<file path="src/rtl/mshift_pkg.sv">
package mshift_pkg;
  typedef enum logic [1:0] {
    OP_HOLD  = 2'd0,
    OP_SHIFT = 2'd1,
    OP_LOAD  = 2'd2
  } op_e;

  function automatic op_e pick_op(input logic mode, input logic sh, input logic ld);
    if (mode && ld)       return OP_LOAD;
    else if (!mode && sh) return OP_SHIFT;
    else                  return OP_HOLD;
  endfunction
endpackage

</file>
<file path="src/rtl/mshift_ctrl.sv">
module mshift_ctrl
  import mshift_pkg::*;
(
  input  logic clk,
  input  logic rst,
  input  logic mode,
  input  logic shift_stb,
  input  logic load_stb,
  output op_e  op
);
  assign op = pick_op(mode, shift_stb, load_stb);


  mismatch_hold_chk: assert property (@(posedge clk) disable iff (rst)
    ((mode && !load_stb) || (!mode && !shift_stb)) |-> (op == OP_HOLD));

  both_strobe_chk: assert property (@(posedge clk) disable iff (rst)
    (shift_stb && load_stb) |-> (op == (mode ? OP_LOAD : OP_SHIFT)));
endmodule

</file>
<file path="src/rtl/mshift_stage.sv">
module mshift_stage (
  input  logic clk,
  input  logic rst,
  input  logic shift_en,
  input  logic load_en,
  input  logic prev_bit,
  input  logic par_bit,
  output logic q
);
  always_ff @(posedge clk) begin
    if (rst)           q <= 1'b0;
    else if (load_en)  q <= par_bit;
    else if (shift_en) q <= prev_bit;
  end
endmodule

</file>
<file path="src/rtl/mshift_top.sv">
module mshift_top
  import mshift_pkg::*;
#(
  parameter int WIDTH = 4
) (
  input  logic             clk,
  input  logic             rst,
  input  logic             mode,
  input  logic             shift_stb,
  input  logic             load_stb,
  input  logic             ser_in,
  input  logic [WIDTH-1:0] par_in,
  output logic [WIDTH-1:0] q_out,
  output logic             ser_out
);
  localparam int TAIL = WIDTH - 1;

  op_e             op;
  logic            do_shift;
  logic            do_load;
  logic [WIDTH-1:0] chain_in;

  mshift_ctrl u_ctrl (
    .clk(clk), .rst(rst), .mode(mode),
    .shift_stb(shift_stb), .load_stb(load_stb), .op(op)
  );

  assign do_shift = (op == OP_SHIFT);
  assign do_load  = (op == OP_LOAD);
  assign chain_in = {q_out[WIDTH-2:0], ser_in};

  for (genvar i = 0; i < WIDTH; i++) begin : g_stage
    mshift_stage u_st (
      .clk(clk), .rst(rst), .shift_en(do_shift), .load_en(do_load),
      .prev_bit(chain_in[i]), .par_bit(par_in[i]), .q(q_out[i])
    );
  end

  assign ser_out = q_out[TAIL];


  reset_clear_chk: assert property (@(posedge clk) rst |=> (q_out == '0));

  load_copy_chk: assert property (@(posedge clk) disable iff (rst)
    do_load |=> (q_out == $past(par_in)));

  shift_move_chk: assert property (@(posedge clk) disable iff (rst)
    do_shift |=> (q_out == {$past(q_out[WIDTH-2:0]), $past(ser_in)}));

  hold_value_chk: assert property (@(posedge clk) disable iff (rst)
    (!do_shift && !do_load) |=> $stable(q_out));

  tail_tap_chk: assert property (@(posedge clk) ser_out == q_out[TAIL]);
endmodule

</file>
<file path="config.mk">
export PLATFORM = sky130hd
export DESIGN_NAME = mshift_top
export DESIGN_NICKNAME = d
export VERILOG_FILES = /design/src/rtl/mshift_pkg.sv /design/src/rtl/mshift_ctrl.sv /design/src/rtl/mshift_stage.sv /design/src/rtl/mshift_top.sv
export SDC_FILE = /design/constraint.sdc
export NUM_CORES = 1
export LEC_CHECK = 0
export BUFFER_PORTS_ARGS = -buffer_cell sky130_fd_sc_hd__clkbuf_2
export CORE_AREA = 2 2 39 41
export CTS_CLUSTER_SIZE = 10
export DETAILED_ROUTE_END_ITERATION = 8
export DIE_AREA = 0 0 41 43
export SETUP_SLACK_MARGIN = 0.3
export SLEW_MARGIN = 20
export SYNTH_ARGS = -nofsm -noshare
export SYNTH_HDL_FRONTEND = slang
export SYNTH_SLANG_ARGS = --single-unit
</file>
<file path="constraint.sdc">
create_clock -name clk -period 0.9 [get_ports clk]
set_input_delay 0.09 -clock clk [delete_from_list [all_inputs] [get_ports clk]]
set_output_delay 0.09 -clock clk [all_outputs]
set_load 0.01 [all_outputs]
</file>
==> reports/qor.txt <==
status: complete, no violations
largest family of logic cells by synthesized area: simple AND/OR/NAND/NOR gates
IO Pins: 15
biggest area consumer among synthesized cells: dfxtp_1
Sequential Area: 85.1 um2
share of post-route cells with drive strength above 1: 0.641
fraction of the mapped netlist area in adder cells: 0
met3 Track Usage GR: 0.0524
GR Layer Usage met2: 0.100
die height: 43 um
antenna cells: 0
wire per inst: 11.2 um
DR iter-0 viols: 10
GPL Wtd Cong: 0.786
Cells after Synth: 25
area of the multi-input gates: 109 um2
row count: 14
Buf/Inv on CP: 1
synth warn: 0
drt first pass iters: 4
Final Hold Viols: 0
DR vias: 247
CP arrival: 700 ps
die area: 1760 um2
Setup crit end kind: output pin
CP top delay family: flip-flops
pin count of the biggest net entering global routing: 7
clk sinks: 4
WP depth: 1
CTS tree: done
hold depth: 2
total track usage: 0.0864
Final Max Tran Viols: 0
Yosys top cell area share: 0.381
internal reg-to-reg setup slack: 170 ps
power density over the cells: 1580 nW/um2
library cells used by synthesis: 10
register with the most flip-flops: g_stage.u_st.q
Rel. slew slack: 0.871
core area: 1380 um2
crit path launch type: flip-flop
total grt overflow: 0
CP Class: flip-flop to output pin
grt met1 use: 0.103
worst r2r src: g_stage[1].u_st.q
Max Cap Viol: 0
first-pass GRT wire length: 945 um
routed wire length: 614 um
Leak: 0.151 nW
input/output buffers: 14
period utilisation layout: 0.880
Endpoint, Worst Hold: g_stage[2].u_st.q
post-synthesis mux area share: 0
clk_lat worst skew: 250 ps
Vias/cell: 4.49
H-tree lvl count: 1
HP Start: rst
Critical Path RT: 810 ps
CP max stage delay: 350 ps
initial core utilization: 0.152
ranking of synthesized cells by area: dfxtp_1, buf_4, a311oi_1, a32oi_1, nand3_1
initial antenna violation count: 0
Syn Nets: 35
Reg-to-Reg End: g_stage[2].u_st.q
Max Freq: 1.26 GHz
Final Util: 0.250
Die X: 41 um
Final Net Count: 51
Top Registers: g_stage.u_st.q x4
worst-path fanout max: 3
final antenna-violating net count: 0
Syn Std Cell Area: 210 um2
peak supply drop: 0.425 mV
r2r worst-path depth: 2
XOR/XNOR share of the synthesized area: 0
filler cell count: 156
Critical Path, Cell by Cell: buf_6
residual DRC count: 0
Final Critical Period: 792 ps
Max clock buf depth: 2
register area share after synthesis: 0.381
Worst Hold Class: input port to flip-flop
unrepaired setup endpoints after global routing: true
Syn Area/Cell: 8.41 um2
Worst Tran Pin Value: 191 ps
clk_skew: 2.76 ps
number of flip-flops in the largest register: 4
Post-Synth Simple-Gate Area: 0.262
Root Buffer: clkbuf_4
Num CTS Buffers: 3
area growth from synthesis to layout: 64.3%
setup TNS: 0 ps
GRT busiest layer: met1
Yosys reg bits: 4
Synth Area in Compound Gates: 0.214
vias in the first global route: 216
final setup fails: 0
Clk pin slew, worst setup/hold paths: 40 ps
Slowest cell on crit path: dfxtp_2
-- cells in the final DEF, fill, tap and decap left out, drive strengths merged --
master / instances
buf: 6
nand2: 4
clkbuf: 12
a32oi: 2
and2b: 1
nor2: 2
a311oi: 2
dfxtp: 4
a21oi: 2
or2b: 1
nand3: 3
-- worst max path at each step --
stage / to / from / slack [ps]
floorplan: g_stage[2].u_st.q / g_stage[1].u_st.q / 230
global placement: g_stage[3].u_st.q / mode / 70
detailed placement: g_stage[2].u_st.q / mode / 50
CTS: q_out[0] / g_stage[0].u_st.q / 100
global route: ser_out / g_stage[3].u_st.q / 100
finish: q_out[0] / g_stage[0].u_st.q / 110
-- final cells by class --
| class | count | area share |
|---|---|---|
| Clock buffer | 3 | 0.0652 |
| Tap cell | 16 | 0.0580 |
| Multi-Input combinational cell | 17 | 0.315 |
| Sequential cell | 4 | 0.246 |
| Timing Repair Buffer | 15 | 0.315 |
-- layer usage --
metal	wire [um]	vias to the layer above
met1	271	105
met3	54	4
met5	0	-
met4	21	0
met2	267	20
li1	-	118
-- kinds of logic (layout without fill, tap and decap cells) --
family / after synthesis / in the layout
flip-flops: 4 / 4
AND/OR/NAND/NOR: 11 / 11
buffers and inverters: 4 / 18
AO/OA/AOI/OAI: 6 / 6
-- worst reg2reg max path: stages, from the launching register on --
cell and delay [ps]:
dfxtp_2 340, nand2_1 60, a311oi_2 240
-- cell usage after synthesis --
master / instances
a311oi_1: 2
nor2_1: 2
and2b_2: 1
nand2_1: 4
dfxtp_1: 4
a21oi_1: 2
a32oi_1: 2
buf_4: 4
or2b_2: 1
nand3_1: 3
-- repair_timing --
item / 4_1_cts / 5_1_grt
buffers inserted: 1 / 0
setup endpoints to repair: 9 / 9
hold buffers: 0 / 0
gates resized for setup: 1 / 11
pin swaps: 2 / 0
-- metrics by stage --
stage	cells	setup slack, ps	power [W]	cell area [um2]	hold WS, ps
6_report	55	108	0.000544	345	60.1
5_1_grt	55	99.9	0.000559	345	78.6
4_1_cts	55	96.4	0.000520	308	54.5
3_5_place_dp	51	46.5	0.000284	277	306
3_3_place_gp	51	72.0	0.000282	277	307
2_1_floorplan	25	233	0.000253	216	152
-- power breakdown --
group,internal (W),switching (W)
clock network,0.000150,0.0000881
logic,0.0000590,0.0000422
registers,0.000193,0.0000121
Power figures use the tool's default switching activity.
